===== config.mk =====
export PLATFORM = sky130hd
export DESIGN_NAME = fdc_phase_seq
export DESIGN_NICKNAME = d
export VERILOG_FILES = /design/src/rtl/fdc_phase_seq.sv
export SDC_FILE = /design/constraint.sdc
export NUM_CORES = 1
export LEC_CHECK = 0
export BUFFER_PORTS_ARGS = -buffer_cell sky130_fd_sc_hd__buf_4
export CORE_MARGIN = 3
export CORE_UTILIZATION = 44
export DETAILED_ROUTE_END_ITERATION = 16
export GPL_TIMING_DRIVEN = 0
export PLACE_DENSITY = 0.79
export SLEW_MARGIN = 20
export SYNTH_ARGS = -nofsm -noshare
export SYNTH_HDL_FRONTEND = slang
export SYNTH_SLANG_ARGS = --single-unit

===== constraint.sdc =====
create_clock -name clk -period 2.18 [get_ports clk]
set_input_delay 0.109 -clock clk [delete_from_list [all_inputs] [get_ports clk]]
set_output_delay 0.109 -clock clk [all_outputs]
set_load 0.05 [all_outputs]

===== src/rtl/fdc_phase_seq.sv =====
module fdc_phase_seq #(
  parameter int CW = 4,
  parameter logic [7:0] OP_SEEK = 8'h0F,
  parameter logic [7:0] OP_RECAL = 8'h07,
  parameter logic [7:0] OP_READ = 8'h06,
  parameter logic [7:0] BAD_CODE = 8'h80
) (
  input  logic          clk,
  input  logic          rst,
  input  logic          polled_mode,
  input  logic          host_wr,
  input  logic          host_rd,
  input  logic [7:0]    host_wdata,
  output logic [7:0]    host_rdata,
  output logic [7:0]    msr,
  input  logic [1:0]    drv_seek,
  input  logic          exec_done,
  output logic          exec_go,
  output logic [7:0]    cmd_opcode,
  output logic [CW-1:0] res_index,
  input  logic [7:0]    res_data
);
  typedef enum logic [1:0] {P_IDLE, P_CMD, P_EXEC, P_RES} phase_t;

  phase_t        phase;
  logic [CW-1:0] cnt;
  logic [7:0]    opc;
  logic          known;
  logic [CW-1:0] ncmd, nres;

  always_comb begin
    known = 1'b1;
    ncmd = CW'(1);
    nres = CW'(1);
    case (opc)
      OP_SEEK:  begin ncmd = CW'(3); nres = '0;     end
      OP_RECAL: begin ncmd = CW'(2); nres = '0;     end
      OP_READ:  begin ncmd = CW'(9); nres = CW'(7); end
      default:  known = 1'b0;
    endcase
  end

  wire rqm = (phase != P_EXEC);
  wire dio = (phase == P_RES);
  assign msr = {rqm, dio, (phase == P_EXEC) & polled_mode, phase != P_IDLE, 2'b00, drv_seek};
  assign host_rdata = known ? res_data : BAD_CODE;
  assign res_index = cnt;
  assign cmd_opcode = opc;

  wire bad_first = (host_wdata != OP_SEEK) && (host_wdata != OP_RECAL) && (host_wdata != OP_READ);

  always_ff @(posedge clk) begin
    if (rst) begin
      phase <= P_IDLE;
      cnt <= '0;
      opc <= '0;
      exec_go <= 1'b0;
    end else begin
      exec_go <= 1'b0;
      case (phase)
        P_IDLE: if (host_wr) begin
          opc <= host_wdata;
          if (bad_first) begin
            phase <= P_RES;
            cnt <= '0;
          end else begin
            phase <= P_CMD;
            cnt <= CW'(1);
          end
        end
        P_CMD: if (host_wr) begin
          if (cnt == ncmd - CW'(1)) begin
            exec_go <= 1'b1;
            cnt <= '0;
            phase <= (nres == '0) ? P_IDLE : P_EXEC;
          end else begin
            cnt <= cnt + CW'(1);
          end
        end
        P_EXEC: if (exec_done) begin
          phase <= P_RES;
          cnt <= '0;
        end
        P_RES: if (host_rd) begin
          if (cnt == nres - CW'(1)) begin
            phase <= P_IDLE;
            cnt <= '0;
          end else begin
            cnt <= cnt + CW'(1);
          end
        end
        default: phase <= P_IDLE;
      endcase
    end
  end

  assert_busy_rise_R5: assert property (@(posedge clk) disable iff (rst)
    $rose(msr[4]) |-> $past(host_wr && msr[7] && !msr[6]));
  assert_busy_fall_R6: assert property (@(posedge clk) disable iff (rst)
    $fell(msr[4]) |-> $past((host_wr && !msr[6]) || (host_rd && msr[6])));
  assert_exec_hold_R3: assert property (@(posedge clk) disable iff (rst)
    (!msr[7] && !exec_done) |=> $stable(msr[7:4]));
  assert_ndma_R8: assert property (@(posedge clk) disable iff (rst)
    msr[5] |-> (!msr[7] && polled_mode));
  assert_dio_R4: assert property (@(posedge clk) disable iff (rst)
    msr[6] |-> (msr[7] && msr[4]));
  assert_go_pulse_R12: assert property (@(posedge clk) disable iff (rst)
    exec_go |-> ($past(host_wr) && !$past(msr[6]) && $past(msr[4])));
  assert_go_single_R12: assert property (@(posedge clk) disable iff (rst)
    exec_go |=> !exec_go);
  assert_drv_bits_R2: assert property (@(posedge clk) disable iff (rst)
    msr[3:2] == 2'b00);
endmodule


# Word level (Yosys, flattened, before mapping)
# Cells that the tools add are included.
[classes]
n_addsub = 3
n_eq_ne = 18
n_mux = 22
n_bitwise = 3
reduce_logical = 11
[op_table]
columns = ["op", "count"]
rows = [
  ["2-to-1 mux 4 bit", 6],
  ["equality test 8 x 3 -> 1 bit (second input constant)", 2],
  ["2-to-1 mux 2 bit", 8],
  ["inequality test 8 x 3 -> 1 bit (second input constant)", 2],
  ["one-hot mux 4 bit (4 select lines)", 1],
  ["inequality test 2 bit (second input constant)", 6],
  ["one-hot mux 4 bit (3 select lines)", 1],
  ["equality test 4 bit", 2],
  ["equality test 8 x 4 -> 1 bit (second input constant)", 1],
  ["2-to-1 mux 8 bit", 1],
  ["inequality test 8 x 4 -> 1 bit (second input constant)", 1],
  ["one-hot mux 2 bit (4 select lines)", 1],
  ["subtractor 4 x 1 -> 4 bit (second input constant)", 2],
  ["one-hot mux 3 bit (2 select lines)", 1],
  ["AND reduction 6 bit", 1],
  ["OR reduction 3 bit", 2],
  ["adder 4 x 1 -> 4 bit (second input constant)", 1],
  ["equality test 2 bit (second input constant)", 2],
  ["logical NOT 4 bit", 1],
  ["AND reduction 4 bit", 1],
  ["2-to-1 mux 1 bit", 3],
  ["equality test 2 x 1 -> 1 bit (second input constant)", 1],
  ["logical AND 1 bit", 2],
  ["logical NOT 2 bit", 1],
  ["other kinds (6)", 7],
]
[word_totals]
ff_bits = 15
input_bits = 24
out_inout_bits = 29
wordCells = 61

# Longest topological paths before layout
[logic_depth]
depth_word = 8
ltp_mapped = 8
depth_no_buf = 6

# Worst setup path after synthesis
# No wires, ideal clock.
[synth_timing]
path_kind = "reg2reg"
from = "register opc[5], in the netlist cmd_opcode[5]"
to = "register phase[0]"
arrival_time_ns = 2.005
setup_slack_ns = 0.055
stages_incl_launch_ff = 7
n_path_buf = 1
period_less_slack_ns = 2.125
path_cell_list = "dfxtp_1 > and4bb_4 > and3_1 > buf_6 > o211a_4 > o221a_4 > o31a_1"
[synth_between]
elab_chain_cells = 7
[synth_lines]
columns = ["item", "line", "rtl"]
rows = [
  ["start: declaration", "27", "logic [7:0] opc;"],
  ["start signal: assignment", "62", "opc <= host_wdata;"],
  ["equality test 8 x 3 -> 1 bit or equality test 8 x 4 -> 1 bit (tied branches)", "35", "case (opc)"],
  ["OR reduction 2 bit (no line)", "-", ""],
  ["one-hot mux 3 bit (2 select lines)", "35", ""],
  ["subtractor 4 x 1 -> 4 bit", "85", "if (cnt == nres - CW'(1)) begin"],
  ["equality test 4 bit", "85", ""],
  ["inequality test 2 x 1 -> 1 bit (no line)", "-", ""],
  ["AND reduction 6 bit (no line) (*)", "-", ""],
  ["end signal: assignment", "75", "phase <= (nres == '0) ? P_IDLE : P_EXEC;"],
  ["end: declaration", "25", "phase_t phase;"],
]
# Mark *: on every way between the ends. The rest lies on a longest branch, timed or not.
# A chain may end at the register's enable or synchronous reset.

# Final worst setup path
[layout_timing]
from = "register opc[0], in the netlist cmd_opcode[0]"
to = "register cnt[3], in the netlist res_index[3]"
[layout_between]
elab_chain_cells = 8
[layout_lines]
columns = ["item", "line", "rtl"]
rows = [
  ["equality test 8 x 3 -> 1 bit or equality test 8 x 4 -> 1 bit (tied branches)", "35", ""],
  ["OR reduction 2 bit (no line)", "-", ""],
  ["one-hot mux 3 bit (2 select lines)", "35", ""],
  ["subtractor 4 x 1 -> 4 bit", "85", ""],
  ["equality test 4 bit", "85", ""],
  ["2-to-1 mux 4 bit", "85", ""],
  ["2-to-1 mux 4 bit", "84", "P_RES: if (host_rd) begin"],
  ["one-hot mux 4 bit (4 select lines) (*)", "60", "case (phase)"],
  ["end signal: assignment", "77", "cnt <= cnt + CW'(1);"],
  ["end signal: assignment", "89", "cnt <= cnt + CW'(1);"],
  ["end: declaration", "26", "logic [CW-1:0] cnt;"],
]
# Mark *: on every way between the ends. The rest lies on a longest branch, timed or not. The select of a mux whose other input is x is not followed.

==> reports/results.ini <==
[outcome]
status = finished, final reports clean

[route]
drt-vias-per-instance = 5.218
dr.pass1.iters = 4
wire_per_inst_um = 12.91
drtIter0Drc = 22
vias = 1075
drt_wl_total_mm = 2.660
drc = 0
drt.antenna.violating_nets = 0

[cts]
cts_hold_buf = 0
clock_latency_ps = 280
cts_buffers = 3
cts_root_buf = clkbuf_4
clock-sinks = 15
cts.path.max_buffers = 2
cts_resized = 0
post_cts_buffers = 0
clk_pin_slew_ps = 100
h-tree-depth = 1
cts_tree = done

[floorplan]
die-area_um2 = 2857
rows = 16
initial_core_util_pct = 48.53
die_x_um = 53.46
coreArea_um2 = 2042
die_h_um = 53.46
ioPinCount = 53

[cells_and_area]
most-common-layout-cells = 54 x buf_4, 23 x nand2_1, 15 x a21oi_1, 15 x dfxtp_1, 9 x and2_1
layout_commonest_cell = buf_4
fillers = 198
antenna_cells = 0
syn2layout_area_growth_pct = 42.93
drive_gt1_share_pct = 37.99
post-route-util_pct = 69.36
nets = 205

[timing]
fin_crit_sh_pct = 88.99
grt_setup_unrepaired = no
tns_ps = 0
maxSlewViolCount = 0
setup_violations = 0
finClkSkew_ps = 2.886
finalHoldViolCount = 0
min_period_ps = 1940
max_freq_mhz = 515.5

[yosys]
syn_area_per_cell_um2 = 7.865
synth_flop_cell = dfxtp_1
synth-seq-area-share_pct = 30.30
yosysUniqueCellTypes = 41
yosys_warnings = 0
syn_inst = 126
ys_ff_latch = 15
mappedNetlistArea_um2 = 991.0
synth_edf_count = 0
ys_async_sr_fraction_pct = 0

[min_path]
worst_hold_path.num_cells = 2
hp-class = in -> reg

[grt]
antenna_found_initial = 0
grtUsageTotal_pct = 20.22
grt_pass1_vias = 1034
grt_overflow = 0
grt_pass1_wl_mm = 4.264
grt_max_degree = 11

[setup_path]
start_kind = flip-flop
r2r_cells = 6
crit_required_ps = 2390
cp.arrival_ps = 2150
crit_fanout = 10
worst-setup-path-type = reg -> reg
end_kind = flip-flop

[power]
switching_power_uw = 338.4
sw_frac_of_total_pct = 40.70
combPwrFrac_pct = 42.4
power_frac_clock_pct = 19.1
vdd_drop_max_mv = 0.3935
p_leak_nw = 0.6513
power.internal_uw = 493.0
power_density_nw_per_um2 = 586.9
p_seq_share_pct = 38.5

[flow_run]
maxCapViolations = 0

[place]
dp_hpwl_mm = 2.122
place.gp.congestion = 0.8526
portBuffers = 48

==> registers in the layout (all words and copies together) (netlist names) <==
signal / flops
cmd_opcode: 8
res_index: 4
phase: 2
exec_go: 1
==> power by group through the flow <==
stage | Combinational, mW | Clock (mW) | Sequential [mW]
final | 0.353 | 0.159 | 0.320
after global routing | 0.380 | 0.173 | 0.324
after CTS | 0.354 | 0.162 | 0.320
after detailed placement | 0.353 | 0 | 0.326
after global placement | 0.346 | 0 | 0.325
after floorplan | 0.193 | 0 | 0.377
==> worst paths after layout <==
path                                     from       endpoint  slack [ps]
worst max-delay path            cmd_opcode[0]   res_index[3]         240
worst max register to register  cmd_opcode[0]   res_index[3]         240
worst min-delay path                      rst   res_index[0]          40
worst min register to register  cmd_opcode[5]  cmd_opcode[5]         490
==> final cells by class <==
cell class              count  area [µm²]  area share [%]
flip-flops and latches     15       300.3           21.20
clock buffers               3       22.52           1.590
well taps                  27       33.78           2.385
plain buffers              11       72.57           5.124
repair buffers             48       360.3           25.44
multi-input cells          96       603.1           42.58
clock inverters             1       5.005          0.3534
inverters                   5       18.77           1.325
==> logic make-up after synthesis <==
kind of cell | share of synthesized area, %
simple gates | 34.85
compound gates | 22.98
buf+inv | 9.216
flops | 30.30
mux | 1.010
fa+ha+maj | 1.262
other cells | 0.3784
==> stage by stage <==
step / instances / power (mW) / instance area, µm² / setup WS [ps] / hold WS [ps]
after floorplan: 127 / 0.5700 / 994.7 / 55.26 / 173.6
after global placement: 202 / 0.6711 / 1389 / 354.5 / 328.4
after detailed placement: 202 / 0.6789 / 1389 / 262.4 / 337.4
after CTS: 206 / 0.8352 / 1416 / 240.0 / 36.86
after global routing: 206 / 0.8772 / 1416 / 7.837 / 40.84
final: 206 / 0.8313 / 1416 / 240.1 / 41.72
==> worst max-delay path: stages, from the launching register on <==
cell,delay [ps]
dfxtp_1,490
nor4b_2,330
a21oi_1,110
o21ai_0,370
o221a_4,310
nand3_1,90
a31oi_1,180
==> cells in the mapped netlist, drive strengths merged (2+ instances only) <==
cell type / count / area share (%)
nor4b: 2 / 2.4
nor4: 2 / 1.3
nand3: 3 / 1.5
nand2: 23 / 8.7
and3: 4 / 2.5
a21oi: 15 / 7.6
o21ai: 2 / 1.0
inv: 5 / 1.9
nand2b: 2 / 1.3
nor2: 8 / 3.0
nor3b: 2 / 1.5
clkbuf: 3 / 1.1
dfxtp: 15 / 30
buf: 8 / 6.2
and2: 9 / 5.7
==> layer usage <==
layer	GRT usage [%]	wire length, µm	up-vias	share of wire, %
met5	0	0	-	0
met4	5.532	7	0	0.26
met3	3.099	234	2	8.8
met2	39.39	1336	53	50
met1	21.89	1082	478	41
li1	-	-	542	-
No activity file was read; power rests on OpenSTA's default activity.
